### config.mk
export PLATFORM = sky130hd
export DESIGN_NAME = pt_walker
export DESIGN_NICKNAME = d
export VERILOG_FILES = /design/src/rtl/ptw_pkg.sv /design/src/rtl/ptw_pte_eval.sv /design/src/rtl/ptw_fsm.sv /design/src/rtl/pt_walker.sv
export SDC_FILE = /design/constraint.sdc
export NUM_CORES = 1
export LEC_CHECK = 0
export ABC_AREA = 1
export BUFFER_PORTS_ARGS = -buffer_cell sky130_fd_sc_hd__buf_4
export CAP_MARGIN = 20
export CORE_UTILIZATION = 40
export CTS_CLUSTER_DIAMETER = 150
export DETAILED_ROUTE_END_ITERATION = 10
export GPL_ROUTABILITY_DRIVEN = 1
export GPL_TIMING_DRIVEN = 0
export PLACE_DENSITY = 0.78
export SLEW_MARGIN = 20
export SYNTH_ARGS = -nofsm -noshare
export SYNTH_HDL_FRONTEND = slang
export SYNTH_SLANG_ARGS = --single-unit
### constraint.sdc
create_clock -name clk -period 2.3 [get_ports clk]
set_input_delay 0.46 -clock clk [delete_from_list [all_inputs] [get_ports clk]]
set_output_delay 0.46 -clock clk [all_outputs]
set_load 0.05 [all_outputs]
### src/rtl/ptw_pkg.sv
package ptw_pkg;
  // Entry field positions (frame number occupies the top bits)
  localparam int PresentBit = 0;
  localparam int ReadOkBit  = 1;
  localparam int WriteOkBit = 2;
  localparam int UsedBit    = 3;
  localparam int ModBit     = 4;

  typedef enum logic [2:0] {
    ST_IDLE   = 3'd0,
    ST_FETCH  = 3'd1,
    ST_CHECK  = 3'd2,
    ST_UPDATE = 3'd3,
    ST_DONE   = 3'd4
  } walk_state_e;
endpackage

### src/rtl/ptw_pte_eval.sv
module ptw_pte_eval #(
  parameter int VA_W  = 32,
  parameter int OFF_W = 12,
  parameter int PA_W  = 32,
  parameter int PTE_W = 32
) (
  input  logic [PTE_W-1:0] pte,
  input  logic [VA_W-1:0]  vaddr,
  input  logic             is_write,
  output logic             page_fault,
  output logic             prot_fault,
  output logic [PTE_W-1:0] new_pte,
  output logic             need_wb,
  output logic [PA_W-1:0]  paddr
);
  import ptw_pkg::*;
  localparam int PFN_W = PA_W - OFF_W;

  function automatic logic [PA_W-1:0] join_frame(input logic [PTE_W-1:0] e,
                                                 input logic [VA_W-1:0] va);
    return {e[PTE_W-1 -: PFN_W], va[OFF_W-1:0]};
  endfunction

  function automatic logic [PTE_W-1:0] touch(input logic [PTE_W-1:0] e, input logic wr);
    logic [PTE_W-1:0] t;
    t = e;
    t[UsedBit] = 1'b1;
    if (wr) t[ModBit] = 1'b1;
    return t;
  endfunction

  logic allowed;
  always_comb begin
    allowed    = is_write ? pte[WriteOkBit] : pte[ReadOkBit];
    page_fault = !pte[PresentBit];
    prot_fault = pte[PresentBit] && !allowed;
    new_pte    = touch(pte, is_write);
    need_wb    = !page_fault && !prot_fault && (new_pte != pte);
    paddr      = join_frame(pte, vaddr);
  end
endmodule

### src/rtl/ptw_fsm.sv
module ptw_fsm (
  input  logic                  clk,
  input  logic                  rst_n,
  input  logic                  start,
  input  logic                  rvalid,
  input  logic                  fault,
  input  logic                  need_wb,
  output ptw_pkg::walk_state_e  state,
  output logic                  mem_rd,
  output logic                  mem_wr,
  output logic                  load_pte,
  output logic                  rsp_valid,
  output logic                  req_ready
);
  import ptw_pkg::*;
  walk_state_e nxt;
  logic        rd_issued;

  always_comb begin
    nxt = state;
    unique case (state)
      ST_IDLE:   if (start) nxt = ST_FETCH;
      ST_FETCH:  if (rd_issued && rvalid) nxt = ST_CHECK;
      ST_CHECK:  nxt = (!fault && need_wb) ? ST_UPDATE : ST_DONE;
      ST_UPDATE: nxt = ST_DONE;
      ST_DONE:   nxt = ST_IDLE;
      default:   nxt = ST_IDLE;
    endcase
  end

  always_ff @(posedge clk) begin
    if (!rst_n) begin
      state     <= ST_IDLE;
      rd_issued <= 1'b0;
    end else begin
      state <= nxt;
      if (state == ST_FETCH) rd_issued <= 1'b1;
      else                   rd_issued <= 1'b0;
    end
  end

  assign mem_rd    = (state == ST_FETCH) && !rd_issued;
  assign load_pte  = (state == ST_FETCH) && rd_issued && rvalid;
  assign mem_wr    = (state == ST_UPDATE);
  assign rsp_valid = (state == ST_DONE);
  assign req_ready = (state == ST_IDLE);
endmodule

### src/rtl/pt_walker.sv
module pt_walker #(
  parameter int VA_W  = 32,
  parameter int OFF_W = 12,
  parameter int PA_W  = 32,
  parameter int AW    = 32,
  parameter int PTE_W = 32
) (
  input  logic             clk,
  input  logic             rst_n,
  input  logic [AW-1:0]    pt_base,
  input  logic             req_valid,
  output logic             req_ready,
  input  logic [VA_W-1:0]  req_vaddr,
  input  logic             req_write,
  output logic             mem_rd,
  output logic             mem_wr,
  output logic [AW-1:0]    mem_addr,
  output logic [PTE_W-1:0] mem_wdata,
  input  logic             mem_rvalid,
  input  logic [PTE_W-1:0] mem_rdata,
  output logic             rsp_valid,
  output logic [PA_W-1:0]  rsp_paddr,
  output logic             rsp_page_fault,
  output logic             rsp_prot_fault
);
  import ptw_pkg::*;
  localparam int VPN_W = VA_W - OFF_W;

  function automatic logic [AW-1:0] entry_of(input logic [AW-1:0] base,
                                             input logic [VA_W-1:0] va);
    return base + AW'(va[VA_W-1:OFF_W]);
  endfunction

  // named internal events, observed by the checker
  logic walk_start, wb_fire, fault_any;

  walk_state_e     state;
  logic            load_pte, page_fault, prot_fault, need_wb;
  logic [VA_W-1:0] vaddr_q;
  logic            wr_q;
  logic [AW-1:0]   entry_q;
  logic [PTE_W-1:0] pte_q, new_pte;
  logic [PA_W-1:0] paddr;

  assign walk_start = req_valid && req_ready;
  assign fault_any  = page_fault || prot_fault;
  assign wb_fire    = mem_wr;

  always_ff @(posedge clk) begin
    if (!rst_n) begin
      vaddr_q <= '0;
      wr_q    <= 1'b0;
      entry_q <= '0;
      pte_q   <= '0;
    end else begin
      if (walk_start) begin
        vaddr_q <= req_vaddr;
        wr_q    <= req_write;
        entry_q <= entry_of(pt_base, req_vaddr);
      end
      if (load_pte) pte_q <= mem_rdata;
    end
  end

  ptw_fsm u_fsm (
    .clk(clk), .rst_n(rst_n), .start(walk_start), .rvalid(mem_rvalid),
    .fault(fault_any), .need_wb(need_wb), .state(state),
    .mem_rd(mem_rd), .mem_wr(mem_wr), .load_pte(load_pte),
    .rsp_valid(rsp_valid), .req_ready(req_ready)
  );

  ptw_pte_eval #(.VA_W(VA_W), .OFF_W(OFF_W), .PA_W(PA_W), .PTE_W(PTE_W)) u_eval (
    .pte(pte_q), .vaddr(vaddr_q), .is_write(wr_q),
    .page_fault(page_fault), .prot_fault(prot_fault),
    .new_pte(new_pte), .need_wb(need_wb), .paddr(paddr)
  );

  assign mem_addr       = entry_q;
  assign mem_wdata      = new_pte;
  assign rsp_page_fault = rsp_valid && page_fault;
  assign rsp_prot_fault = rsp_valid && prot_fault;
  assign rsp_paddr      = (rsp_valid && !fault_any) ? paddr : '0;

  if (VPN_W < 1) begin : g_bad_split
    initial $error("offset width must be below address width");
  end
endmodule

=== Yosys cells after proc, flatten, opt, wreduce, memory -nomap -nowiden ===
Index checks and enable logic that the tools add are counted.

* Eq/ne operators: 7
* Muxes and demuxes: 8
* Add/sub/neg operators: 1
* Reduce and logical (&&, ||, !) cells: 20

{| class="wikitable"
|+ Operators by type and width
! operator !! number
|-
| 32-bit by 20-bit adder with 32-bit output || 1
|-
| 32-bit 2-to-1 mux || 1
|-
| 1-bit logical AND || 12
|-
| 3-bit case mux with 4 select lines || 1
|-
| 3-bit 2-to-1 mux || 3
|-
| 3-bit by 2-bit equality test with 1-bit output, second input constant || 2
|-
| 1-bit zero test || 5
|-
| 2-bit by 1-bit != test with 1-bit output, second input constant || 2
|-
| 3-bit by 1-bit equality test with 1-bit output, second input constant || 1
|-
| 3-bit equality test, second input constant || 1
|-
| 3-bit zero test || 1
|-
| 1-bit 2-to-1 mux || 3
|-
| 2-bit != test || 1
|-
| 2-bit AND reduction || 1
|-
| 1-bit logical OR || 1
|}

* Bits in registers: 81
* Word-level logic and storage cells: 42
* Bits of input ports: 101

=== Depth between registers and ports, before layout ===
Gate-level depths: netlist of run 1.

* Depth after elaboration: 9
* Gate-level depth with buffers: 13
* Mapped depth without buffers: 13

=== Modules after synthesis ===
A second synthesis of run 1 with hierarchy kept.

* Cells, all modules: 1043
* Area total of the unflattened synthesis: 6391.1 sq um

{| class="wikitable"
|+ Modules (own cells, without submodules)
! module !! cells each !! area an instance (sq um) !! times used !! seq. area each (sq um)
|-
| pt_walker || 929 || 5602.9 || 1 || 1941.9
|-
| ptw_pte_eval || 76 || 535.5 || 1 || 0.0
|-
| ptw_fsm || 38 || 252.7 || 1 || 80.1
|}

=== Worst setup path before layout of run 1 ===
Ideal clock, no wire load.

* Path kind: reg2out
* Start: register u_fsm.state[2]
* End: output rsp_prot_fault
* Arrival: 2.403 ns
* Setup slack: -0.563 ns
* Path buffers: 0
* Stages on the path, launching flop included: 5
* Required time: 1.840 ns
* Cells stage by stage: dfxtp_1 inv_1 nor2_1 inv_1 nor3_1

* Word-level cells in the longest chain between the ends: 2

{| class="wikitable"
|+ RTL lines
! what !! line !! RTL
|-
| start: declaration || ptw_fsm.sv:8 || <nowiki>output ptw_pkg::walk_state_e state,</nowiki>
|-
| start signal: assignment || ptw_fsm.sv:36 || <nowiki>state <= nxt;</nowiki>
|-
| 3-bit equality test || ptw_fsm.sv:45 || <nowiki>assign rsp_valid = (state == ST_DONE);</nowiki>
|-
| net rsp_valid || pt_walker.sv:21 || <nowiki>output logic rsp_valid,</nowiki>
|-
| 1-bit logical AND || pt_walker.sv:81 || <nowiki>assign rsp_prot_fault = rsp_valid && prot_fault;</nowiki>
|-
| end: declaration || pt_walker.sv:24 || <nowiki>output logic rsp_prot_fault</nowiki>
|}

The timed path passes the listed nets, and every way through them passes these cells.

=== Worst setup path after layout of run 1 ===
* Start: register u_fsm.state[2]
* End: output rsp_paddr[7]

* Word-level cells in the longest chain between the ends: 3

{| class="wikitable"
|+ RTL lines
! what !! line !! RTL
|-
| 3-bit equality test || ptw_fsm.sv:45 ||
|-
| 1-bit logical AND || pt_walker.sv:82 || <nowiki>assign rsp_paddr = (rsp_valid && !fault_any) ? paddr : '0;</nowiki>
|-
| 32-bit 2-to-1 mux || pt_walker.sv:82 ||
|-
| end: declaration || pt_walker.sv:22 || <nowiki>output logic [PA_W-1:0] rsp_paddr,</nowiki>
|}

Every way passes these cells.

==> results.ini, run 1 <==
[run_status]
status=finished, final reports clean

[finish]
fin_cells=1245
diodes=0
fin_nets=1186
final_cell_mix=buf_4, nand2_1, inv_1
area_growth_pct=37.3
final_common_cell=buf_4
stdcell_area_sq_um=7580
drive_gt1_frac=0.312

[worst_setup_path]
worstPathArrival_ns=1.73
cp-end-kind=output pin
r2r-end=mem_addr[18]$_SDFFE_PN0P_
startpoint=u_fsm.state[2]$_SDFFE_PN0P_
reg2reg_depth=10
required_ns=1.84
startpoint_type=flip-flop
cp-endpoint=rsp_paddr[7]
worstSetupPathType=flip-flop to output pin
rrSetupSlack_ns=0.73
path_max_fanout=10
rr_startpoint=u_fsm.state[0]$_SDFFE_PN0P_

[clocking]
cts_tree=built
cts_buffers=9
ctsHoldBuffers=0
root_buffer=clkbuf_16
cts_max_path_buffers=2
insertion_delay_ns=0.35
cts.sinks=81
h-tree-depth=3
clkSlewWorstSetupHoldPaths_ns=0.06

[grt]
grt_pass1_wl_um=25400
antenna_found_initial=0
grt_use_total=0.227
grt_pass1_vias=5391
grt_max_degree=15
overflow=0

[logic_synthesis]
syn_area_sq_um=5520
ys_ff_latch=81
async_reset_ff_frac=0
syn_nets=975
syn_inst=853
synth_enable_flop_cells=0
avgSynthCellArea_sq_um=6.47
yosys_warnings=0
synth_cell_types=39
synth_ff_type=dfxtp_1
yosysSeqAreaShare=0.294

[power]
pwr-share-seq=0.308
peakVddDrop_mv=0.347
power_leakage_nw=4.03
power.share.clock=0.249
power.internal_mw=3.40
comb_power_share=0.443
sw_frac_of_total=0.419
p_switching_mw=2.45
p_per_area_nw_per_um2=772
p_total_mw=5.86

[sta]
setup_viol_count_final=0
fmax_ghz=0.457
fin_crit_ns=2.19
fin_skew_ns=0.00426
slew_viol_final=0
fin_crit_sh=0.952
worst_pin_slew_ns=0.662
hold_viol_final=0
slew_headroom=0.559

[floorplan]
rows=42
dieArea_sq_um=14300
die_w_um=119
die_y_um=119
ios=203
start_util=0.414
coreArea_sq_um=13300

[placed_design]
dp_hpwl_um=12800
place_inst=1229
port_buffers=200
gp_congestion=0.914
placed_area_sq_um=7250

[route]
firstDrtPassIters=5
wl_met2_um=7560
viasPerCell=4.68
top_layer_used=met4
met3_length_um=1040
drt_iter0_drc=271
wl_met1_um=6630
route.vias.total=5824
ant_nets=0
drcViolationCount=0
wl_per_cell_um=12.6
drt_wl_total_um=15700

[run]
cap_viol_max_count=0

[hold_path]
min_path_type=input port to flip-flop

-- synth_stat cells (4+ instances only) --
| cell | number | area [sq um] |
|---|---|---|
| inv_1 | 156 | 586 |
| nand2_2 | 19 | 119 |
| o21bai_1 | 11 | 82.6 |
| ha_1 | 20 | 250 |
| buf_2 | 10 | 50.1 |
| a21oi_2 | 7 | 61.3 |
| nand3_2 | 8 | 80.1 |
| nor3_2 | 7 | 70.1 |
| clkbuf_1 | 8 | 30.0 |
| xor2_1 | 12 | 105 |
| nand3_1 | 41 | 205 |
| dfxtp_1 | 81 | 1620 |
| o21ai_0 | 48 | 240 |
| buf_4 | 33 | 248 |
| nor2_2 | 9 | 56.3 |
| o21ai_1 | 19 | 95.1 |
| nand2_1 | 176 | 661 |
| nand4_1 | 4 | 25.0 |
| nor2_1 | 77 | 289 |
| inv_2 | 11 | 41.3 |
| a21oi_1 | 61 | 305 |
| o21a_1 | 12 | 90.1 |
-- logic make-up after synthesis --
group / share of synthesized area
other cells: 0.000679
xor+xnor: 0.0206
simple gates: 0.288
flops: 0.294
compound gates: 0.164
fa+ha+maj: 0.0490
buf+inv: 0.184
-- layout make-up --
cell class | instances | area (sq um)
clock buffer | 10 | 239
sequential | 81 | 1620
clock inverter | 6 | 66.3
buffer | 57 | 389
timing repair buffer | 200 | 1510
tap | 176 | 220
fill | 1342 | 5770
inverter | 168 | 631
multi-input combinational | 547 | 2900
-- critical path: stages (launching register included) --
cell and delay (ns):
dfxtp_1 0.41, inv_1 0.12, nor2_4 0.15, nand3_2 0.15, clkbuf_4 0.23, nor2_1 0.12, buf_4 0.21
-- flip-flops by register name (all words and copies together) (netlist names) --
register         count
wr_q                 1
u_fsm.state          3
pte_q               32
u_fsm.rd_issued      1
vaddr_q             12
mem_addr            32
-- power by group through the flow --
| stage | Sequential (mW) | Clock (mW) | Combinational (mW) |
|---|---|---|---|
| 2_1_floorplan | 2.30 | 0 | 1.31 |
| 3_3_place_gp | 1.82 | 0 | 2.56 |
| 3_5_place_dp | 1.83 | 0 | 2.59 |
| 4_1_cts | 1.80 | 1.50 | 2.61 |
| 5_1_grt | 1.83 | 1.56 | 2.81 |
| 6_report | 1.80 | 1.46 | 2.59 |
-- routing by layer --
metal | vias to the layer above | GRT usage
li1 | 3037 | -
met2 | 215 | 0.393
met1 | 2541 | 0.273
met4 | 0 | 0.106
met3 | 31 | 0.0340
met5 | - | 0
-- worst min path at each step --
stage                                      start                      to  slack [ns]  cells after the start
after floorplan           pte_q[11]$_SDFFE_PN0P_  pte_q[11]$_SDFFE_PN0P_        0.42                      2
after global placement    pte_q[11]$_SDFFE_PN0P_  pte_q[11]$_SDFFE_PN0P_        0.43                      2
after detailed placement  pte_q[10]$_SDFFE_PN0P_  pte_q[10]$_SDFFE_PN0P_        0.44                      2
after CTS                           mem_rdata[5]   pte_q[5]$_SDFFE_PN0P_        0.37                      3
after global routing               mem_rdata[15]  pte_q[15]$_SDFFE_PN0P_        0.38                      3
final                               mem_rdata[7]   pte_q[7]$_SDFFE_PN0P_        0.38                      3
-- through the flow --
stage                     worst slack [ns]   util  hold WS [ns]  TNS [ns]
after floorplan                     -0.205      -         0.425     -6.23
after global placement             -0.0205  0.543         0.433   -0.0205
after detailed placement           -0.0251  0.543         0.439   -0.0251
after CTS                           0.0133  0.566         0.370         0
after global routing              -0.00183  0.568         0.384  -0.00183
final                                0.110  0.568         0.379         0
-- repair_timing --
| item | 4_1_cts | 5_1_grt |
|---|---|---|
| endpoints found under the setup margin | 11 | 25 |
| gates resized for setup | 1 | 6 |
| setup buffers | 0 | 0 |
Note: power is estimated with default switching activity, not from simulation.
==> inputs of run 2 (changes only) <==
--- a/config.mk
+++ b/config.mk
@@ -5,15 +5,15 @@
 export SDC_FILE = /design/constraint.sdc
 export NUM_CORES = 1
 export LEC_CHECK = 0
-export ABC_AREA = 1
 export BUFFER_PORTS_ARGS = -buffer_cell sky130_fd_sc_hd__buf_4
 export CAP_MARGIN = 20
+export CORE_ASPECT_RATIO = 0.5
 export CORE_UTILIZATION = 40
 export CTS_CLUSTER_DIAMETER = 150
 export DETAILED_ROUTE_END_ITERATION = 10
 export GPL_ROUTABILITY_DRIVEN = 1
 export GPL_TIMING_DRIVEN = 0
-export PLACE_DENSITY = 0.78
+export PLACE_DENSITY = 0.8
 export SLEW_MARGIN = 20
 export SYNTH_ARGS = -nofsm -noshare
 export SYNTH_HDL_FRONTEND = slang
==> results.ini, run 2 <==
[sta]
worst_pin_slew_ns=0.538  ; was 0.662 ns
slew_viol_final=0  ; unchanged
fin_crit_sh=0.975  ; was 0.952
setup_viol_count_final=0  ; unchanged
slew_headroom=0.641  ; was 0.559
hold_ws_ns=0.365  ; was 0.379 ns
rsz0062_at_grt=true
hold_viol_final=0  ; unchanged
fin_skew_ns=0.00424  ; was 0.00426 ns
fin_setup_tns_ns=0  ; unchanged
fmax_ghz=0.446  ; was 0.457 GHz
fin_crit_ns=2.24  ; was 2.19 ns

[finish]
diodes=0  ; unchanged
drive_gt1_frac=0.387  ; was 0.312
final_cell_mix=buf_4, nand2_1, dfxtp_1  ; was buf_4, nand2_1, inv_1
area_growth_pct=45.0  ; was 37.3%
fin_nets=916  ; was 1186
final_common_cell=buf_4  ; unchanged
nFillCells=1019  ; was 1342

[hold_path]
min_path_type=input port to flip-flop  ; unchanged
hp-start=mem_rdata[2]  ; was mem_rdata[7]

[grt]
overflow=0  ; unchanged
grt_max_degree=13  ; was 15
grt_pass1_wl_um=21500  ; was 25400 um
grt_pass1_vias=4494  ; was 5391
grt_use_total=0.224  ; was 0.227
antenna_found_initial=0  ; unchanged

[run]
cap_viol_max_count=0  ; unchanged

[clocking]
insertion_delay_ns=0.34  ; was 0.35 ns
cts_tree=built  ; unchanged
h-tree-depth=3  ; unchanged
cts_buffers=9  ; unchanged
cts_max_path_buffers=2  ; unchanged
root_buffer=clkbuf_16  ; unchanged
cts.sinks=81  ; unchanged
clkSlewWorstSetupHoldPaths_ns=0.06  ; about the same

[route]
drt_wl_total_um=13500  ; was 15700 um
wl_per_cell_um=14.1  ; was 12.6 um
drt_iter0_drc=316  ; was 271
drcViolationCount=0  ; unchanged
viasPerCell=4.93  ; was 4.68
ant_nets=0  ; unchanged
firstDrtPassIters=5  ; unchanged
route.vias.total=4715  ; was 5824

[logic_synthesis]
ys_ff_latch=81  ; unchanged
synth_ff_type=dfxtp_1  ; unchanged
synth_most_common_cell=nand2_1  ; unchanged
synth_top_area_cell=dfxtp_1  ; unchanged
synth.area.top_cells=dfxtp_1, nand2_1, a21boi_0  ; was dfxtp_1, nand2_1, inv_1
async_reset_ff_frac=0  ; unchanged
avgSynthCellArea_sq_um=8.03  ; was 6.47 sq um
syn_inst=582  ; was 853
synth_top_cells_by_count=nand2_1, dfxtp_1, and2_1, a21boi_0  ; was nand2_1, inv_1, dfxtp_1, nor2_1, a21oi_1
synth_cell_types=55  ; was 39
syn_nets=704  ; was 975
yosysSeqAreaShare=0.347  ; was 0.294
syn_area_sq_um=4670  ; was 5520 sq um
synthDominantCellAreaShare=0.347  ; was 0.294
synth_enable_flop_cells=0  ; unchanged
yosys_warnings=0  ; unchanged

[power]
p_per_area_nw_per_um2=567  ; was 772 nW/um^2
peakVddDrop_mv=0.398  ; was 0.347 mV
power_leakage_nw=3.08  ; was 4.03 nW

[worst_setup_path]
worstSetupPathType=input port to flip-flop  ; was flip-flop to output pin
startpoint_type=input port  ; was flip-flop
required_ns=2.50  ; was 1.84 ns
rr_startpoint=u_fsm.state[0]$_SDFFE_PN0P_  ; unchanged
startpoint=pt_base[0]  ; was u_fsm.state[2]$_SDFFE_PN0P_
rrSetupSlack_ns=0.32  ; was 0.73 ns
cp-end-kind=flip-flop  ; was output pin
path_max_fanout=5  ; was 10
worstPathArrival_ns=2.44  ; was 1.73 ns

[floorplan]
ios=203  ; unchanged
rows=27  ; was 42
die_w_um=155  ; was 119 um
start_util=0.418  ; was 0.414
dieArea_sq_um=12100  ; was 14300 sq um
coreArea_sq_um=11200  ; was 13300 sq um
die_y_um=78.4  ; was 119 um

[placed_design]
gp_congestion=0.860  ; was 0.914
port_buffers=200  ; unchanged
dp_hpwl_um=10500  ; was 12800 um

[run_status]
status=finished, final reports clean  ; unchanged

==> run 2: power breakdown <==
group          switching (mW)  internal [mW]
Clock                   0.536          0.746
Sequential             0.0470           1.48
Combinational           0.614          0.417
Total                    1.20           2.64
==> run 2: path summary, 6_finish.rpt <==
path / to / cells after the start
setup / recovery: mem_addr[22]$_SDFFE_PN0P_ / 10
hold / removal: pte_q[2]$_SDFFE_PN0P_ / 3
setup reg to reg: pte_q[14]$_SDFFE_PN0P_ / 6
hold reg to reg: pte_q[7]$_SDFFE_PN0P_ / 2
==> run 2: logic make-up after synthesis <==
logic type      count (synthesis)  share of synthesized area
compound gates                153                      0.220
mux                             2                    0.00455
flops                          81                      0.347
simple gates                  230                      0.236
other cells                     1                   0.000803
buf+inv                        66                     0.0809
fa+ha+maj                      21                     0.0578
xor+xnor                       28                     0.0525
==> run 2: metal layers <==
metal  GRT usage  part of all wire
met5           0                 0
met4      0.0703             0.017
met3      0.0436             0.041
met2       0.414              0.52
met1       0.262              0.42
==> run 2: final cells by class <==
type | instances | area [sq um] | area share
Buffer | 62 | 374 | 0.0552
Sequential cell | 81 | 1630 | 0.240
Clock inverter | 4 | 20.0 | 0.00295
Clock buffer | 11 | 243 | 0.0358
Inverter | 4 | 15.0 | 0.00222
Multi-Input combinational cell | 435 | 2780 | 0.411
Tap cell | 159 | 199 | 0.0294
Timing Repair Buffer | 201 | 1510 | 0.223
==> run 2: metrics by stage <==
stage,instance area (sq um),instances,setup WS (ns),total power [mW],utilization
global placement,6430,941,-0.279,2.54,0.575
global route,6780,957,-0.0421,4.02,0.606
finish,6780,957,0.0573,3.84,0.606
floorplan,4730,582,0.00102,2.20,-
CTS,6730,957,0.0318,3.85,0.602
detailed placement,6430,941,-0.353,2.56,0.575
==> run 2: repair_timing <==
action	CTS	global route
hold buffers	0	0
gates resized for setup	11	12
endpoints found under the setup margin	31	34
buffers inserted	1	0
==> run 2: critical path, cell delays in order <==
cell     delay, ns
buf_4         0.11
ha_2          0.20
fa_2          0.37
a21o_1        0.22
a31o_4        0.27
a22oi_2       0.21
a21oi_4       0.13
and3_4        0.22
xnor2_1       0.15
a21oi_1       0.09
==> inputs of run 3 (changes only) <==
--- a/config.mk
+++ b/config.mk
@@ -7,13 +7,15 @@
 export LEC_CHECK = 0
 export BUFFER_PORTS_ARGS = -buffer_cell sky130_fd_sc_hd__buf_4
 export CAP_MARGIN = 20
-export CORE_ASPECT_RATIO = 0.5
-export CORE_UTILIZATION = 40
+export CELL_PAD_IN_SITES_DETAIL_PLACEMENT = 0
+export CELL_PAD_IN_SITES_GLOBAL_PLACEMENT = 2
+export CORE_ASPECT_RATIO = 1.75
+export CORE_UTILIZATION = 26
 export CTS_CLUSTER_DIAMETER = 150
 export DETAILED_ROUTE_END_ITERATION = 10
 export GPL_ROUTABILITY_DRIVEN = 1
 export GPL_TIMING_DRIVEN = 0
-export PLACE_DENSITY = 0.8
+export PLACE_DENSITY = 0.91
 export SLEW_MARGIN = 20
 export SYNTH_ARGS = -nofsm -noshare
 export SYNTH_HDL_FRONTEND = slang
==> results.ini, run 3 (synthesis results as in run 2) <==
[grt]
grt_max_degree=15  ; was 13
overflow=0  ; unchanged
grt_use_total=0.163  ; was 0.224
antenna_found_initial=0  ; unchanged
grt_pass1_wl_um=22700  ; was 21500 um
grt_pass1_vias=4499  ; was 4494

[route]
drt_iter0_drc=87  ; was 316
viasPerCell=4.54  ; was 4.93
drt_wl_total_um=15000  ; was 13500 um
route.vias.total=4689  ; was 4715
ant_nets=0  ; unchanged
firstDrtPassIters=4  ; was 5
drcViolationCount=0  ; unchanged
wl_per_cell_um=14.6  ; was 14.1 um

[clocking]
clkSlewWorstSetupHoldPaths_ns=0.06  ; about the same
h-tree-depth=3  ; unchanged
insertion_delay_ns=0.34  ; about the same
cts.sinks=81  ; unchanged
root_buffer=clkbuf_16  ; unchanged
cts_tree=built  ; unchanged
ctsHoldBuffers=0  ; unchanged
cts_max_path_buffers=2  ; unchanged
cts_buffers=9  ; unchanged

[hold_path]
hp-start=mem_rdata[5]  ; was mem_rdata[2]
holdPathEnd=pte_q[5]$_SDFFE_PN0P_  ; was pte_q[2]$_SDFFE_PN0P_
min_path_type=input port to flip-flop  ; unchanged
whs_path_depth=3  ; unchanged

[sta]
slew_headroom=0.607  ; was 0.641
hold_viol_final=0  ; unchanged
fin_crit_sh=0.975  ; about the same
slew_viol_final=0  ; unchanged
fmax_ghz=0.446  ; about the same
fin_skew_ns=0.00586  ; was 0.00424 ns
fin_ws_ns=0.0577  ; was 0.0573 ns
fin_crit_ns=2.24  ; about the same
setup_viol_count_final=0  ; unchanged
rsz0062_at_grt=true  ; unchanged
worst_pin_slew_ns=0.589  ; was 0.538 ns

[finish]
drive_gt1_frac=0.393  ; was 0.387
final_cell_mix=buf_4, nand2_1, dfxtp_1  ; unchanged
final_common_cell=buf_4  ; unchanged
diodes=0  ; unchanged
utilization=0.395  ; was 0.606
fin_nets=918  ; was 916
area_growth_pct=48.3  ; was 45.0%

[placed_design]
dp_hpwl_um=12100  ; was 10500 um
place_ws_ns=-0.435  ; was -0.353 ns
gp_congestion=0.814  ; was 0.860
port_buffers=200  ; unchanged

[floorplan]
die_y_um=179  ; was 78.4 um
dieArea_sq_um=18500  ; was 12100 sq um
die_w_um=103  ; was 155 um
ios=203  ; unchanged
start_util=0.266  ; was 0.418
coreArea_sq_um=17500  ; was 11200 sq um
rows=64  ; was 27

[worst_setup_path]
rrSetupSlack_ns=0.38  ; was 0.32 ns
required_ns=2.51  ; was 2.50 ns
rr_startpoint=u_fsm.state[1]$_SDFFE_PN0P_  ; was u_fsm.state[0]$_SDFFE_PN0P_
reg2reg_depth=6  ; unchanged
startpoint=pt_base[0]  ; unchanged
r2r-end=mem_addr[19]$_SDFFE_PN0P_  ; was pte_q[14]$_SDFFE_PN0P_
startpoint_type=input port  ; unchanged
cp-end-kind=flip-flop  ; unchanged
worstPathArrival_ns=2.45  ; was 2.44 ns
path_max_fanout=4  ; was 5
worstSetupPathType=input port to flip-flop  ; unchanged

[power]
peakVddDrop_mv=0.287  ; was 0.398 mV
power_leakage_nw=3.09  ; was 3.08 nW
p_per_area_nw_per_um2=578  ; was 567 nW/um^2

[run_status]
status=finished, final reports clean  ; unchanged

[run]
cap_viol_max_count=0  ; unchanged

-- run 3: cell types whose count changed in the layout (fill, tap and decap cells not counted), moves of 2 or more --
cell / delta
buf_4: -4
buf_6: +5
clkinvlp_4: +2
clkinv_2: -3
ha_2: +2
ha_1: -2
-- run 3: final cells by class --
type | count | area (sq um)
plain buffers | 62 | 387
well taps | 231 | 289
multi-input cells | 435 | 2770
clock inverters | 6 | 67.6
clock buffers | 10 | 229
fillers | 1885 | 10600
inverters | 4 | 15.0
flip-flops and latches | 81 | 1630
repair buffers | 203 | 1550
-- run 3: repair_timing --
action                                  4_1_cts  5_1_grt
gates resized for setup                      16       13
pin swaps                                     1        2
buffers inserted                              1        2
endpoints found under the setup margin       36       21
-- run 3: per-stage QoR --
step | power, mW | cells | instance area [sq um] | hold slack, ns | TNS, ns
2_1_floorplan | 2.20 | 582 | 4730 | 0.432 | 0
3_3_place_gp | 2.58 | 1013 | 6520 | 0.440 | -5.00
3_5_place_dp | 2.58 | 1013 | 6520 | 0.450 | -4.84
4_1_cts | 4.07 | 1030 | 6880 | 0.351 | 0
5_1_grt | 4.21 | 1032 | 6930 | 0.366 | -0.0923
6_report | 4.01 | 1032 | 6930 | 0.364 | 0
-- run 3: how the worst max path moves through the flow --
stage                                 to  slack (ns)  cells past startpoint
6_report       mem_addr[16]$_SDFFE_PN0P_        0.06                     10
5_1_grt        mem_addr[16]$_SDFFE_PN0P_       -0.08                     10
4_1_cts                    rsp_paddr[21]        0.02                      5
3_5_place_dp   mem_addr[29]$_SDFFE_PN0P_       -0.44                      9
3_3_place_gp   mem_addr[29]$_SDFFE_PN0P_       -0.46                      9
2_1_floorplan  mem_addr[16]$_SDFFE_PN0P_       0.001                      9
-- run 3: layer usage --
layer	global-route usage	vias to the layer above	wire, um	share of wire
met2	0.329	130	8740	0.58
met1	0.156	2133	5150	0.34
li1	-	2398	-	-
met4	0.0786	0	567	0.038
met5	0	-	0	0
met3	0.0213	28	582	0.039
-- run 3: report_power, final --
part           total [mW]  switching, mW  internal [mW]
Sequential           1.52         0.0450           1.48
Clock                1.45          0.605          0.846
Combinational        1.03          0.612          0.418
-- run 3: worst max-delay path, cell delays in order --
cell and delay, ns:
buf_4 0.11, ha_2 0.20, fa_2 0.37, a21o_1 0.22, a31o_2 0.26, a2111oi_2 0.34
a21oi_2 0.10, o22ai_2 0.17, xor2_1 0.17, o21ai_1 0.07
